### config.mk
export PLATFORM = sky130hd
export DESIGN_NAME = wdog_window
export DESIGN_NICKNAME = d
export VERILOG_FILES = /design/src/rtl/wdw_pkg.sv /design/src/rtl/wdw_mode_reg.sv /design/src/rtl/wdw_counter.sv /design/src/rtl/wdw_status.sv /design/src/rtl/wdog_window.sv
export SDC_FILE = /design/constraint.sdc
export NUM_CORES = 1
export LEC_CHECK = 0
export BUFFER_PORTS_ARGS = -buffer_cell sky130_fd_sc_hd__buf_2
export CORE_MARGIN = 4
export CORE_UTILIZATION = 48
export DETAILED_ROUTE_END_ITERATION = 10
export PLACE_DENSITY = 0.89
export SLEW_MARGIN = 10
export SYNTH_ARGS = -nofsm -noshare
export SYNTH_HDL_FRONTEND = slang
export SYNTH_SLANG_ARGS = --single-unit
### constraint.sdc
create_clock -name clk -period 2.3 [get_ports clk]
set_clock_uncertainty 0.15 [all_clocks]
set_input_delay 0.115 -clock clk [delete_from_list [all_inputs] [get_ports clk]]
set_output_delay 0.115 -clock clk [all_outputs]
set_load 0.1 [all_outputs]
### src/rtl/wdw_pkg.sv
// Package: shared constants, field positions and the mode decode for the
// windowed watchdog. Assumes a 12-bit counter and a 30-bit mode register.
package wdw_pkg;
    localparam int CNT_W     = 12;
    localparam int MODE_W    = 30;
    localparam int DATA_W    = 32;
    localparam int ADDR_W    = 2;
    localparam int KEY_W     = 8;
    localparam int KEY_LSB   = DATA_W - KEY_W;
    localparam int STAT_W    = 2;

    localparam int RLD_LSB   = 0;
    localparam int DLT_LSB   = 16;
    localparam int FIE_BIT   = 12;
    localparam int RSTEN_BIT = 13;
    localparam int PROC_BIT  = 14;
    localparam int DIS_BIT   = 15;
    localparam int DBG_BIT   = 28;
    localparam int IDLE_BIT  = 29;
    localparam int RESTART_BIT = 0;

    localparam logic [MODE_W-1:0] MODE_RESET = 30'h3FFF_2FFF;
    localparam logic [KEY_W-1:0]  RESTART_KEY = 8'hA5;

    typedef enum logic [ADDR_W-1:0] {
        ADDR_CTRL = 2'd0,
        ADDR_MODE = 2'd1,
        ADDR_STAT = 2'd2
    } wdw_addr_e;

    typedef struct packed {
        logic [CNT_W-1:0] reload;
        logic [CNT_W-1:0] delta;
        logic             irq_en;
        logic             rst_en;
        logic             proc_only;
        logic             disable_wd;
        logic             dbg_halt;
        logic             idle_halt;
    } wdw_cfg_t;

    // Splits a raw mode word into named fields.
    function automatic wdw_cfg_t decode_mode(input logic [MODE_W-1:0] m);
        wdw_cfg_t c;
        c.reload     = m[RLD_LSB +: CNT_W];
        c.delta      = m[DLT_LSB +: CNT_W];
        c.irq_en     = m[FIE_BIT];
        c.rst_en     = m[RSTEN_BIT];
        c.proc_only  = m[PROC_BIT];
        c.disable_wd = m[DIS_BIT];
        c.dbg_halt   = m[DBG_BIT];
        c.idle_halt  = m[IDLE_BIT];
        return c;
    endfunction
endpackage

### src/rtl/wdw_mode_reg.sv
// Write-once mode register. The first write after reset is stored and the
// register locks. Assumes wr_en is already decoded for the mode address.
module wdw_mode_reg #(
    parameter int MODE_W = wdw_pkg::MODE_W,
    parameter logic [MODE_W-1:0] RESET_VAL = wdw_pkg::MODE_RESET
) (
    input  logic              clk,
    input  logic              rst_n,
    input  logic              wr_en,
    input  logic [MODE_W-1:0] wdata,
    output logic [MODE_W-1:0] mode_q,
    output logic              locked_q,
    output logic              load_o
);
    // Accepted write: the first one since reset.
    always_comb load_o = wr_en && !locked_q;

    // Stores the mode word once and sets the lock.
    always_ff @(posedge clk) begin
        if (!rst_n) begin
            mode_q   <= RESET_VAL;
            locked_q <= 1'b0;
        end else if (load_o) begin
            mode_q   <= wdata;
            locked_q <= 1'b1;
        end
    end
endmodule

### src/rtl/wdw_counter.sv
// Down-counter with restart window. It decrements on tick while running,
// flags underflow at zero and flags a window error on early restarts.
// Assumes that tick is a single-cycle enable.
module wdw_counter #(
    parameter int CNT_W = wdw_pkg::CNT_W,
    parameter logic [CNT_W-1:0] RESET_CNT = {CNT_W{1'b1}}
) (
    input  logic             clk,
    input  logic             rst_n,
    input  logic             tick,
    input  logic             idle_in,
    input  logic             debug_in,
    input  logic [CNT_W-1:0] reload,
    input  logic [CNT_W-1:0] delta,
    input  logic             disable_wd,
    input  logic             idle_halt,
    input  logic             dbg_halt,
    input  logic             restart_req,
    input  logic             mode_load,
    input  logic [CNT_W-1:0] load_val,
    output logic [CNT_W-1:0] cnt_q,
    output logic             run_o,
    output logic             restart_ok_o,
    output logic             unf_evt_o,
    output logic             win_evt_o
);
    logic frozen;

    // A halt input freezes the counter only when its halt bit is set.
    always_comb frozen = (idle_halt && idle_in) || (dbg_halt && debug_in);

    // The counter runs when it is enabled and not frozen.
    always_comb run_o = !disable_wd && !frozen;

    // A restart counts only while the watchdog is enabled.
    always_comb restart_ok_o = restart_req && !disable_wd && !mode_load;

    // An early restart is a window error.
    always_comb win_evt_o = restart_ok_o && (cnt_q > delta);

    // Underflow: a running tick at zero with no reload in the same cycle.
    always_comb unf_evt_o = run_o && tick && (cnt_q == '0)
                            && !restart_ok_o && !mode_load;

    // Counter update. Priority: mode load, then restart, then tick.
    always_ff @(posedge clk) begin
        if (!rst_n) begin
            cnt_q <= RESET_CNT;
        end else if (mode_load) begin
            cnt_q <= load_val;
        end else if (restart_ok_o) begin
            cnt_q <= reload;
        end else if (run_o && tick) begin
            cnt_q <= (cnt_q == '0) ? reload : cnt_q - 1'b1;
        end
    end
endmodule

### src/rtl/wdw_status.sv
// Sticky fault status with clear-on-read, the interrupt level and the
// one-cycle reset request. Assumes that the event inputs are single-cycle.
module wdw_status #(
    parameter int STAT_W = wdw_pkg::STAT_W
) (
    input  logic              clk,
    input  logic              rst_n,
    input  logic              unf_evt,
    input  logic              win_evt,
    input  logic              rd_clr,
    input  logic              irq_en,
    input  logic              rst_en,
    output logic [STAT_W-1:0] status_q,
    output logic              irq_o,
    output logic              rst_pulse_q
);
    logic [STAT_W-1:0] set_vec;

    // Status bit 0 is underflow, bit 1 is window error.
    always_comb set_vec = {win_evt, unf_evt};

    // Sticky bits. A new event wins over a clear by read.
    always_ff @(posedge clk) begin
        if (!rst_n) begin
            status_q <= '0;
        end else begin
            status_q <= (rd_clr ? '0 : status_q) | set_vec;
        end
    end

    // One-cycle reset request for each fault when enabled.
    always_ff @(posedge clk) begin
        if (!rst_n) begin
            rst_pulse_q <= 1'b0;
        end else begin
            rst_pulse_q <= rst_en && (|set_vec);
        end
    end

    // Interrupt level while enabled and any status bit is set.
    always_comb irq_o = irq_en && (|status_q);
endmodule

### src/rtl/wdog_window.sv
// Top of the windowed watchdog. It decodes the register port, holds the
// write-once mode register, the down-counter and the status logic.
// Assumes single-cycle read and write strobes on the register port.
module wdog_window #(
    parameter int DATA_W = wdw_pkg::DATA_W,
    parameter int ADDR_W = wdw_pkg::ADDR_W
) (
    input  logic              clk,
    input  logic              rst_n,
    input  logic              tick,
    input  logic              idle_in,
    input  logic              debug_in,
    input  logic              reg_we,
    input  logic              reg_re,
    input  logic [ADDR_W-1:0] reg_addr,
    input  logic [DATA_W-1:0] reg_wdata,
    output logic [DATA_W-1:0] reg_rdata,
    output logic              fault_irq,
    output logic              rst_req,
    output logic              rst_proc_only
);
    import wdw_pkg::*;

    logic [MODE_W-1:0] mode_q;
    logic              locked_q;
    logic              mode_load;
    wdw_cfg_t          cfg;
    logic [CNT_W-1:0]  cnt_q;
    logic              run;
    logic              restart_ok;
    logic              unf_evt;
    logic              win_evt;
    logic [STAT_W-1:0] status_q;
    logic              restart_req;
    logic              mode_we;
    logic              rd_clr;

    // Port decode for control, mode and status accesses.
    always_comb begin
        mode_we     = reg_we && (reg_addr == ADDR_MODE);
        restart_req = reg_we && (reg_addr == ADDR_CTRL)
                      && (reg_wdata[KEY_LSB +: KEY_W] == RESTART_KEY)
                      && reg_wdata[RESTART_BIT];
        rd_clr      = reg_re && (reg_addr == ADDR_STAT);
    end

    // Named view of the mode fields.
    always_comb cfg = decode_mode(mode_q);

    wdw_mode_reg #(.MODE_W(MODE_W), .RESET_VAL(MODE_RESET)) u_mode (
        .clk      (clk),
        .rst_n    (rst_n),
        .wr_en    (mode_we),
        .wdata    (reg_wdata[MODE_W-1:0]),
        .mode_q   (mode_q),
        .locked_q (locked_q),
        .load_o   (mode_load)
    );

    wdw_counter #(.CNT_W(CNT_W), .RESET_CNT(MODE_RESET[RLD_LSB +: CNT_W])) u_cnt (
        .clk          (clk),
        .rst_n        (rst_n),
        .tick         (tick),
        .idle_in      (idle_in),
        .debug_in     (debug_in),
        .reload       (cfg.reload),
        .delta        (cfg.delta),
        .disable_wd   (cfg.disable_wd),
        .idle_halt    (cfg.idle_halt),
        .dbg_halt     (cfg.dbg_halt),
        .restart_req  (restart_req),
        .mode_load    (mode_load),
        .load_val     (reg_wdata[RLD_LSB +: CNT_W]),
        .cnt_q        (cnt_q),
        .run_o        (run),
        .restart_ok_o (restart_ok),
        .unf_evt_o    (unf_evt),
        .win_evt_o    (win_evt)
    );

    wdw_status #(.STAT_W(STAT_W)) u_stat (
        .clk         (clk),
        .rst_n       (rst_n),
        .unf_evt     (unf_evt),
        .win_evt     (win_evt),
        .rd_clr      (rd_clr),
        .irq_en      (cfg.irq_en),
        .rst_en      (cfg.rst_en),
        .status_q    (status_q),
        .irq_o       (fault_irq),
        .rst_pulse_q (rst_req)
    );

    // Read mux. Unmapped addresses read as zero.
    always_comb begin
        case (reg_addr)
            ADDR_MODE: reg_rdata = {{(DATA_W-MODE_W){1'b0}}, mode_q};
            ADDR_STAT: reg_rdata = {{(DATA_W-STAT_W){1'b0}}, status_q};
            default:   reg_rdata = '0;
        endcase
    end

    // Reset scope select follows the mode bit.
    always_comb rst_proc_only = cfg.proc_only;
endmodule

==> metrics.md, run 1 <==
| Metric | Value |
|---|---|
| Outcome | finished, violations left |
| Failing checks | hold timing |
| Root buf cell | clkbuf_8 |
| Total Power | 0.00199 W |
| Final WL | 9090 µm |
| YS warnings | 0 |
| Synth async-reset ratio | 0 |
| Worst Path Max Fanout | 5 |
| Die Area | 0.00707 mm² |
| Top cell by count, worst path | or4_4 |
| Post-Synth XOR/XNOR Area | 0.00630 |
| Multi-input gate area | 0.00174 mm² |
| CTS buffer count | 5 |
| Core footprint | 0.00557 mm² |
| Number of setup violations in the final report | 0 |
| Starting Density | 0.499 |
| Remaining antenna violation count | 0 |
| Final TNS setup | 0 ns |
| Hold Violations, Final | 1 |
| Post-synthesis mux area share | 0 |
| Leakage Power | 1.72 nW |
| Via density | 5.88 |
| Fillers | 442 |
| Fraction of layout cells with a size suffix above 1 | 0.264 |
| # rows | 27 |
| Detailed placement HPWL | 6370 µm |
| Clk buf depth | 2 |
| Initial antenna violation count | 0 |
| Flop-to-flop setup slack | 0.06 ns |
| Synth Area in Simple Gates | 0.295 |
| Fin util | 0.697 |
| Synth Area in Compound Gates | 0.232 |
| Rel. slew slack | 0.632 |
| Register bit count reported by yosys | 46 |
| Crit path to | u_cnt.cnt_q[6]$_SDFFE_PN1P_ |
| Clock tree from TritonCTS | built |
| Min Hold Slack | -0.00557 ns |
| Least-Margin Pin Slew | 0.552 ns |
| Seq/Total Area, Yosys | 0.331 |
| Largest net degree at the start of global routing | 40 |
| Top FF cell, synth | dfxtp_1 |
| 1st-iter DRT viols | 278 |
| Cells after synthesis | 346 |
| Placed insts | 493 |
| Drt drc | 0 |
| Fin nets | 515 |
| I/O pin total | 76 |
| Mapped Avg Cell Area | 8.03 µm² |
| CP max stage delay | 0.60 ns |
| Detailed-route wire length per cell | 17.1 µm |
| Vias in the first global route | 3012 |
| First-pass GRT wire length | 15000 µm |
| DR pass1 iterations | 5 |
| Start of the worst register-to-register path | u_cnt.cnt_q[10]$_SDFFE_PN1P_ |
| Number of port buffers | 73 |
| Fin crit share | 0.975 |
| RePlAce Congestion | 0.970 |
| Worst hold start | reg_wdata[6] |
| RSZ-0062 raised after global routing | true |
| Worst path arrival time | 2.29 ns |
| Gr usage total | 0.259 |
| Chip Width | 84.1 µm |
| Adder-cell share of the synthesized area | 0.0720 |
| Number of clock sinks | 46 |
| Largest family of logic cells by synthesized area | simple AND/OR/NAND/NOR gates |
| CP cell instances | or4_4 > or4_4 > a22oi_2 > a31oi_1 > o32a_1 |
| Mapped Area | 0.00278 mm² |
| Layout overhead on the synthesized area | 39.8% |
| Reg-to-Reg End | u_cnt.cnt_q[6]$_SDFFE_PN1P_ |
| Finished Layout Cells | 530 |
| Clk pin slew, worst setup/hold paths | 0.08 ns |
| Cell area power density | 511 mW/mm² |
| Max-Cap Viols | 0 |
| Worst Path Required | 2.35 ns |
| WS Path Type | reg -> reg |
| Number of synthesized flops with an enable pin | 0 |
| Total global routing overflow | 0 |
| Netlist cell types | 56 |
| CP max stage cell | or4_4 |
| Cells on worst reg2reg path | 5 |
| Register area | 922 µm² |
| Final Max Slew Viols | 0 |
| Vias | 3118 |
| Worst-Skew Late Latency | 0.30 ns |
| Crit path capture type | flip-flop |
| Antenna diodes | 0 |
| Max Clock Freq | 0.446 GHz |
| Postcts setup bufs | 0 |
| Clock period minus worst slack | 2.24 ns |
| VDD IR max | 0.000443 V |
| Die H | 84.1 µm |
| H-Tree Depth | 2 |
| Worst setup path startpoint | u_cnt.cnt_q[10]$_SDFFE_PN1P_ |
| Hold WC Path Type | in -> reg |
| Crit start category | flip-flop |
[kinds of logic after synthesis]
kind of cell | count (synthesis)
XOR/XNOR | 2
other | 1
flip-flops | 46
AND/OR/NAND/NOR | 151
AO/OA/AOI/OAI | 91
buffers and inverters | 39
adder cells (fa/ha/maj) | 16
[how the worst min path moves through the flow]
stage	endpoint	slack, ns	depth (start not counted)
final	u_mode.mode_q[6]$_SDFFE_PN1N_	-0.006	3
after global routing	u_mode.mode_q[6]$_SDFFE_PN1N_	0.01	3
after CTS	u_mode.mode_q[6]$_SDFFE_PN1N_	0.002	3
after detailed placement	u_mode.mode_q[7]$_SDFFE_PN1N_	0.18	3
after global placement	u_mode.mode_q[5]$_SDFFE_PN1N_	0.17	3
after floorplan	u_mode.mode_q[5]$_SDFFE_PN1N_	0.06	2
[final cells by class]
cell class	count	area share
repair buffers	125	0.255
inverters	17	0.0164
well taps	72	0.0232
clock buffers	7	0.0197
flip-flops and latches	46	0.237
multi-input cells	263	0.448
[layer usage]
layer	wire, µm	global-route usage	vias to the layer above
met3	629	0.0464	39
met4	361	0.121	0
met1	3700	0.319	1437
li1	-	-	1479
met5	0	0	-
met2	4390	0.435	163
[power by group]
part	leakage (nW)	switching [W]	total, W	internal, W
sequential	0.376	0.0000244	0.000856	0.000832
combinational	1.30	0.000429	0.000647	0.000218
clock	0.0383	0.000272	0.000482	0.000210
total	1.72	0.000726	0.00199	0.00126
[metrics by stage]
| step | setup slack [ns] | area (µm²) |
|---|---|---|
| floorplan | 0.0220 | 2800 |
| global placement | 0.0364 | 3480 |
| detailed placement | -0.0444 | 3480 |
| CTS | 0.0249 | 3860 |
| global route | -0.0372 | 3880 |
| finish | 0.0586 | 3880 |
[state kept, by name, summed over array words and instances, names as in the netlist]
register,count
u_cnt.cnt_q,12
u_mode.locked_q,1
u_mode.mode_q,30
u_stat.rst_pulse_q,1
u_stat.status_q,2
[cell usage after synthesis, types with 3 or more instances]
library cell,count,area [µm²]
inv_1,17,63.8
o211ai_1,22,165
nand3_1,16,80.1
a211oi_1,4,30.0
nor2b_1,5,31.3
a21o_1,3,22.5
nor2_1,14,52.6
o31ai_1,3,22.5
a22oi_1,3,22.5
a21oi_1,28,140
nand2_1,52,195
nor3_1,7,35.0
o21ai_0,3,15.0
ha_1,16,200
a31oi_1,3,18.8
nand4_1,3,18.8
dfxtp_1,46,921
and2_1,30,188
clkbuf_1,13,48.8
nand4b_1,5,43.8
buf_1,3,11.3
[worst max-delay path, delay by kind of cell, from the launching register on]
family / cells / cell delay [ns]
simple gates: 2 / 1.14
compound gates: 3 / 0.52
flops: 1 / 0.32
[repair_timing]
action / 4_1_cts / 5_1_grt
hold buffers: 29 / 0
setup endpoints to repair: 1 / 9
resized for setup: 1 / 5
hold endpoints to repair: 32 / 0
cloned: 0 / 1
pin swaps: 1 / 1
[cell usage in the layout (no fill, tap or decap), drive strengths merged, types with 3 or more instances in the layout]
| cell | n |
|---|---|
| a31oi | 3 |
| dlygate4sd3 | 29 |
| nand3 | 16 |
| a22oi | 4 |
| nor3 | 7 |
| and2 | 30 |
| nor4 | 3 |
| nand4 | 4 |
| a21oi | 29 |
| nor2b | 5 |
| o31ai | 3 |
| a21o | 3 |
| inv | 17 |
| nand2 | 52 |
| or4 | 5 |
| a211oi | 4 |
| nor2 | 14 |
| o21ai | 3 |
| dfxtp | 46 |
| ha | 16 |
| buf | 96 |
| o211ai | 22 |
| clkbuf | 7 |
| nand4b | 5 |
Power figures use the tool's default switching activity.
==> inputs of run 2 (changes only) <==
- ABC_AREA: unset -> 1
- ABC_CLOCK_PERIOD_IN_PS: unset -> 2300
- CTS_CLUSTER_DIAMETER: unset -> 120
==> metrics.md, run 2 <==
| Metric | Value |
|---|---|
| Outcome | finished, final reports clean |
| Worst hold start | reg_re |
| Worst Path Max Fanout | 5 (unchanged) |
| Final TNS setup | 0 ns (unchanged) |
| Root buf cell | clkbuf_8 |
| CTS buffer count | 5 (unchanged) |
| Hold Violations, Final | 0 (-1) |
| H-Tree Depth | 2 (unchanged) |
| Reg with most FFs | u_mode.mode_q |
| Number of synthesized flops with an enable pin | 0 (unchanged) |
| # rows | 27 (unchanged) |
| Met2 wire length | 4110 µm (-6.5%) |
| Fraction of layout cells with a size suffix above 1 | 0.173 (-0.0913) |
| Number of clock sinks | 46 (unchanged) |
| Starting Density | 0.506 (+0.00771) |
| Leakage Power | 2.31 nW (+34%) |
| Placed cell area | 0.00339 mm² (-2.8%) |
| DR top layer | met4 |
| Min Hold Slack | 0.0568 ns (+0.0624 ns) |
| Met1 WL | 3220 µm (-13%) |
| RePlAce Congestion | 0.912 (-6.0%) |
| WS Path Type | reg -> reg |
| Fin crit share | 0.868 (-0.107) |
| Clk buf depth | 2 (unchanged) |
| Cells on worst reg2reg path | 13 (+8) |
| Gr usage total | 0.223 (-0.0366) |
| Clock period minus worst slack | 2.00 ns (-0.245 ns) |
| RSZ-0062 raised after global routing | false |
| Vias | 3088 (-0.96%) |
| Cell area power density | 575 mW/mm² (+13%) |
| Flop-to-flop setup slack | 0.30 ns (+0.25 ns) |
| Drt drc | 0 (unchanged) |
| WP buf/inv | 2 (+2) |
| Worst Path Required | 2.34 ns (about the same) |
| Final WL | 7820 µm (-14%) |
| Crit start category | flip-flop |
| I/O pin total | 76 (unchanged) |
| Crit path capture type | flip-flop |
| Int Power | 0.00139 W (+10%) |
| Largest register FFs | 30 (unchanged) |
| Detailed placement HPWL | 5730 µm (-10%) |
| Clock tree from TritonCTS | built |
| Die Area | 0.00721 mm² (+1.9%) |
| Max Clock Freq | 0.501 GHz (+12%) |
| Crit-path leading delay family | simple AND/OR/NAND/NOR gates |
| Via density | 4.88 (-17%) |
| 1st-iter DRT viols | 180 (-35%) |
| Core footprint | 0.00561 mm² (+0.61%) |
| Synth area leader | dfxtp_1 |
| Layout overhead on the synthesized area | 34.2% |
| Synth area leaders | dfxtp_1 32%, nand2_1 21%, inv_1 12%, ha_1 7.1%, nand3_1 6.5% |
| First-pass GRT wire length | 13400 µm (-11%) |
| Synth async-reset ratio | 0 (unchanged) |
| Worst setup path startpoint | u_cnt.cnt_q[1]$_SDFFE_PN1P_ |
| Comb pwr share | 0.319 (-0.007) |
| Vias in the first global route | 2985 (-0.90%) |
| Cells after synthesis | 462 (+34%) |
| Worst slack, placed | 0.292 ns (+0.336 ns) |
| Worst-Skew Late Latency | 0.30 ns (about the same) |
| Seq/Total Area, Yosys | 0.324 (-0.00701) |
| Largest net degree at the start of global routing | 31 (-23%) |
| Die H | 84.9 µm (+0.97%) |
| Worst path arrival time | 2.04 ns (-0.25 ns) |
| Biggest regs | u_mode.mode_q x30, u_cnt.cnt_q x12, u_stat.status_q x2 |
| Remaining antenna violation count | 0 (unchanged) |
| Mapped Avg Cell Area | 6.14 µm² (-23%) |
| Top FF cell, synth | dfxtp_1 |
| Post-route cell area | 0.00381 mm² (-1.9%) |
| Sw frac | 0.366 (+0.000603) |
| Most frequent cells after synthesis | 162 x nand2_1, 87 x inv_1, 46 x dfxtp_1 |
| Reg-to-Reg End | u_cnt.cnt_q[0]$_SDFFE_PN1P_ |
| Hold endpoint | u_stat.status_q[0]$_SDFF_PN0_ |
| Top-area cell type share of the netlist area | 0.324 (-0.00701) |
| Final worst slack | 0.304 ns (+0.245 ns) |
| Commonest non-fill, non-tap cell in the layout | nand2_1 |
| Total Power | 0.00219 W (+10%) |
| VDD IR max | 0.000324 V (-27%) |
| Total global routing overflow | 0 (unchanged) |
| Fillers | 505 (+14%) |
| CP max stage cell | dfxtp_1 |
| Least-Margin Pin Slew | 0.506 ns (-0.0460 ns) |
| Rel. slew slack | 0.663 (+0.0311) |
| Top cell by count, worst path | nand2_1 |
| Start of the worst register-to-register path | u_cnt.cnt_q[1]$_SDFFE_PN1P_ |
| Register bit count reported by yosys | 46 (unchanged) |
| Mapped Area | 0.00284 mm² (+2.2%) |
| Chip Width | 84.9 µm (+0.97%) |
| NetSw | 0.000803 W (+11%) |
| Final Max Slew Viols | 0 (unchanged) |
| CP cell instances | inv_1 > ha_1 > inv_1 > nor2_1 > nand2_1 > nor2_1 > nand3_2 > nand3_2 > nand2_1 > nand2_1 > nand2_1 > nand2_1 > nand2_1 |
| CP max stage delay | 0.34 ns (-0.26 ns) |
| Met3 WL | 381 µm (-39%) |
| Netlist cell types | 25 (-55%) |
| Detailed-route wire length per cell | 12.4 µm (-28%) |
| DR pass1 iterations | 5 (unchanged) |
| Fin nets | 617 (+20%) |
| Sequential fraction of design power | 0.404 (-0.027) |
| Hold WC Path Type | in -> reg |
| Max-Cap Viols | 0 (unchanged) |
| Clk pin slew, worst setup/hold paths | 0.09 ns (about the same) |
| Antenna diodes | 0 (unchanged) |
| Worst Hold Depth | 4 (+1) |
| Number of port buffers | 73 (unchanged) |
| YS warnings | 0 (unchanged) |
| Initial antenna violation count | 0 (unchanged) |
| Most frequent cells in the layout | 162 x nand2_1, 87 x inv_1, 64 x buf_2 |
| Number of setup violations in the final report | 0 (unchanged) |
| Most common cell in the netlist | nand2_1 |
| Power share of the clock group | 0.276 (+0.033) |
-- run 2: changes by cell type after synthesis, moves of 5 or more --
cell,previous run,this run
a21oi_1,28,15
and2_1,30,0
inv_1,17,87
nand2_1,52,162
nand3_1,16,37
nand4b_1,5,0
nor2_1,14,31
nor2b_1,5,0
nor3_1,7,1
o211ai_1,22,9
o21ai_0,3,13
o21ai_1,0,9
-- run 2: final cells by class --
cell class	instances	area, µm²	share of cell area
tap	72	90.1	0.0236
clock inverter	3	45.0	0.0118
multi-input combinational	311	1520	0.398
sequential	46	921	0.242
clock buffer	5	68.8	0.0181
inverter	88	330	0.0867
timing repair buffer	108	838	0.220
-- run 2: how the worst max path moves through the flow --
stage / endpoint / slack, ns / cells past startpoint
floorplan: reg_rdata[14] / 0.37 / 2
global placement: u_cnt.cnt_q[6]$_SDFFE_PN1P_ / 0.35 / 13
detailed placement: u_cnt.cnt_q[1]$_SDFFE_PN1P_ / 0.29 / 13
CTS: u_cnt.cnt_q[0]$_SDFFE_PN1P_ / 0.27 / 13
global route: u_cnt.cnt_q[0]$_SDFFE_PN1P_ / 0.0002 / 13
finish: u_cnt.cnt_q[0]$_SDFFE_PN1P_ / 0.30 / 13
-- run 2: tightest hold or removal path, stage by stage --
cell     delay [ns]
buf_2          0.08
inv_1          0.04
o21ai_0        0.16
a21oi_1        0.07
-- run 2: metrics by stage --
step / utilization / std cells
6_report: 0.680 / 633
5_1_grt: 0.680 / 633
4_1_cts: 0.678 / 633
3_5_place_dp: 0.604 / 595
3_3_place_gp: 0.604 / 595
2_1_floorplan: - / 463
-- run 2: per-layer routing --
layer / vias to the layer above / global-route usage
li1: 1598 / -
met1: 1378 / 0.255
met2: 101 / 0.419
met3: 11 / 0.0427
met4: 0 / 0.0604
met5: - / 0
-- run 2: what timing repair did --
action | 4_1_cts | 5_1_grt
resized for setup | 0 | 2
endpoints found under the setup margin | 0 | 5
setup buffers | 0 | 0
hold buffers | 30 | 0
hold endpoints to repair | 41 | 0
-- run 2: power by group through the flow --
stage               combinational, W  sequential [W]  clock [W]
floorplan                   0.000499        0.000897          0
global placement            0.000647        0.000904          0
detailed placement          0.000657        0.000905          0
CTS                         0.000698        0.000887   0.000625
global route                0.000769        0.000892   0.000650
finish                      0.000700        0.000887   0.000606
-- run 2: logic make-up after synthesis --
family                     synth area share
other                               0.00132
xor gates and xnor gates             0.0123
DFF                                   0.324
and+or+nand+nor                       0.346
adders and majority gates            0.0705
buffers and inverters                 0.149
AOI/OAI and AO/OA                    0.0974
==> inputs of run 3 (changes only) <==
- ABC_CLOCK_PERIOD_IN_PS: 2300 -> 2100
- CORE_UTILIZATION: 48 -> 53
- PLACE_DENSITY: 0.89 -> 0.8
- clock period: 2.3 -> 2.1 ns (I/O delays scaled with it)
==> metrics.md, run 3 (synthesized netlist as in run 2, its figures left out) <==
| Metric | Value |
|---|---|
| Min Hold Slack | 0.0425 ns (-0.0143 ns) |
| Finished Layout Cells | 634 (+0.16%) |
| Most frequent cells in the layout | 162 x nand2_1, 87 x inv_1, 46 x dfxtp_1 |
| Worst Hold Depth | 4 (unchanged) |
| Reg with most FFs | u_mode.mode_q |
| Cell area power density | 582 mW/mm² (+1.2%) |
| Vias | 3102 (+0.45%) |
| Via density | 4.89 (+0.29%) |
| Biggest regs | u_mode.mode_q x30, u_cnt.cnt_q x12, u_stat.status_q x2 |
| Outcome | finished, final reports clean |
| WP buf/inv | 3 (+1) |
| Clk pin slew, worst setup/hold paths | 0.08 ns (about the same) |
| Cells on worst reg2reg path | 13 (unchanged) |
| Number of port buffers | 73 (unchanged) |
| Remaining antenna violation count | 0 (unchanged) |
| Detailed-route wire length per cell | 13.0 µm (+5.2%) |
| Gr usage total | 0.268 (+0.0449) |
| Fillers | 385 (-24%) |
| Largest net degree at the start of global routing | 38 (+23%) |
| Number of clock sinks | 46 (unchanged) |
| CP max stage delay | 0.32 ns (-0.02 ns) |
| Root buf cell | clkbuf_8 |
| Commonest non-fill, non-tap cell in the layout | nand2_1 |
| Number of setup violations in the final report | 0 (unchanged) |
| Starting Density | 0.552 (+0.0461) |
| Max Clock Freq | 0.533 GHz (+6.4%) |
| CTS buffer count | 5 (unchanged) |
| Hold WC Path Type | in -> reg |
| Rel. slew slack | 0.662 (about the same) |
| Worst Path Required | 2.20 ns (-0.14 ns) |
| Worst path arrival time | 1.97 ns (-0.07 ns) |
| Least-Margin Pin Slew | 0.507 ns (+0.000650 ns) |
| Fraction of layout cells with a size suffix above 1 | 0.176 (+0.00263) |
| Total global routing overflow | 0 (unchanged) |
| Flop-to-flop setup slack | 0.22 ns (-0.08 ns) |
| WS Path Type | reg -> reg |
| Total Power | 0.00240 W (+9.4%) |
| Met1 WL | 3550 µm (+10%) |
| Drt drc | 0 (unchanged) |
| Final WL | 8240 µm (+5.3%) |
| VDD IR max | 0.000343 V (+6.0%) |
| Layout overhead on the synthesized area | 45.2% |
| Initial antenna violation count | 0 (unchanged) |
| Hold Violations, Final | 0 (unchanged) |
| Postcts setup bufs | 0 (unchanged) |
| Detailed placement HPWL | 5810 µm (+1.4%) |
| Fin nets | 620 (+0.49%) |
| Antenna diodes | 0 (unchanged) |
| Final Max Slew Viols | 0 (unchanged) |
| H-Tree Depth | 2 (unchanged) |
| Clk buf depth | 2 (unchanged) |
| RSZ-0062 raised after global routing | false |
| RePlAce Congestion | 0.869 (-4.7%) |
| # rows | 26 (-3.7%) |
| Max-Cap Viols | 0 (unchanged) |
| Worst Path Max Fanout | 4 (-1) |
| Placed cell area | 0.00372 mm² (+9.9%) |
| Placed insts | 596 (+0.17%) |
| Met2 wire length | 4090 µm (-0.54%) |
| 1st-iter DRT viols | 139 (-23%) |
| Met3 WL | 422 µm (+11%) |
| Reg-to-Reg End | u_cnt.cnt_q[4]$_SDFFE_PN1P_ |
| CP cell instances | inv_1 > ha_1 > inv_1 > nor2_2 > nand2_1 > nor2_1 > nand3_1 > buf_4 > nand4_1 > nand2_1 > nand2_1 > nand2_1 > nand2_1 |
| Largest register FFs | 30 (unchanged) |
| DR pass1 iterations | 4 (-1) |
| Chip Width | 81.2 µm (-4.4%) |
| Crit start category | flip-flop |
| Fin crit share | 0.893 (+0.0252) |
| Die Area | 0.00659 mm² (-8.6%) |
| Worst hold start | reg_re |
| I/O pin total | 76 (unchanged) |
| Crit path capture type | flip-flop |
| CP max stage cell | dfxtp_1 |
| Hold endpoint | u_stat.status_q[1]$_SDFF_PN0_ |
| Final TNS setup | 0 ns (unchanged) |
| First-pass GRT wire length | 13700 µm (+2.7%) |
| Top cell by count, worst path | nand2_1 |
| Worst-Skew Late Latency | 0.30 ns (about the same) |
| Die H | 81.2 µm (-4.4%) |
| Start of the worst register-to-register path | u_cnt.cnt_q[0]$_SDFFE_PN1P_ |
| Core footprint | 0.00514 mm² (-8.3%) |
| DR top layer | met4 |
| Post-route cell area | 0.00412 mm² (+8.1%) |
| Vias in the first global route | 2937 (-1.6%) |
| Clock period minus worst slack | 1.88 ns (-0.121 ns) |
| Leakage Power | 2.39 nW (+3.8%) |
| Crit-path leading delay family | simple AND/OR/NAND/NOR gates |
| Clock tree from TritonCTS | built |
-- run 3: cell count changes in the layout (fill, tap and decap cells not counted), moves of 2 or more --
cell	change
buf_2	-21
buf_12	+21
buf_4	+3
clkinvlp_4	-2
-- run 3: timing repair --
action / in CTS / in global routing
gates resized for setup: 0 / 2
endpoints found under the hold margin: 39 / 0
hold buffers: 30 / 0
endpoints found under the setup margin: 0 / 5
-- run 3: worst register-to-register path: cells and delay by family, from the launching register on --
kind / cells / cell delay [ns]
flops: 1 / 0.32
buf+inv: 3 / 0.37
fa+ha+maj: 1 / 0.21
simple gates: 9 / 0.78
-- run 3: metrics by stage --
step,setup slack [ns],util
final,0.224,0.802
after CTS,0.181,0.800
after global routing,0.0107,0.802
after floorplan,0.179,-
after global placement,0.200,0.724
after detailed placement,0.168,0.724
-- run 3: final cells by class --
type	count	area, µm²	area share
clock buffers	7	86.3	0.0209
clock inverters	1	5.00	0.00121
inverters	88	330	0.0801
multi-input cells	311	1520	0.368
flip-flops and latches	46	921	0.223
well taps	70	87.6	0.0213
repair buffers	111	1180	0.285
-- run 3: layer usage --
metal  track usage  vias up
met1         0.339     1385
met3        0.0421       18
met5             0        -
met4        0.0861        0
li1              -     1604
met2         0.463       95
-- run 3: worst max path at each step --
stage                                   startpoint                           to  slack [ns]  cells after the start
floorplan           u_mode.mode_q[14]$_SDFFE_PN0N_                reg_rdata[14]        0.18                      2
global placement       u_cnt.cnt_q[0]$_SDFFE_PN1P_  u_cnt.cnt_q[1]$_SDFFE_PN1P_        0.20                     13
detailed placement                     reg_addr[1]  u_cnt.cnt_q[6]$_SDFFE_PN1P_        0.17                     11
CTS                    u_cnt.cnt_q[0]$_SDFFE_PN1P_  u_cnt.cnt_q[1]$_SDFFE_PN1P_        0.18                     13
global route           u_cnt.cnt_q[0]$_SDFFE_PN1P_  u_cnt.cnt_q[2]$_SDFFE_PN1P_        0.01                     13
finish                 u_cnt.cnt_q[0]$_SDFFE_PN1P_  u_cnt.cnt_q[4]$_SDFFE_PN1P_        0.22                     13
-- run 3: report_power, final --
part / internal (W) / switching, W / total [W]
Clock: 0.000266 / 0.000298 / 0.000564
Combinational: 0.000316 / 0.000548 / 0.000863
Sequential: 0.000925 / 0.0000468 / 0.000972
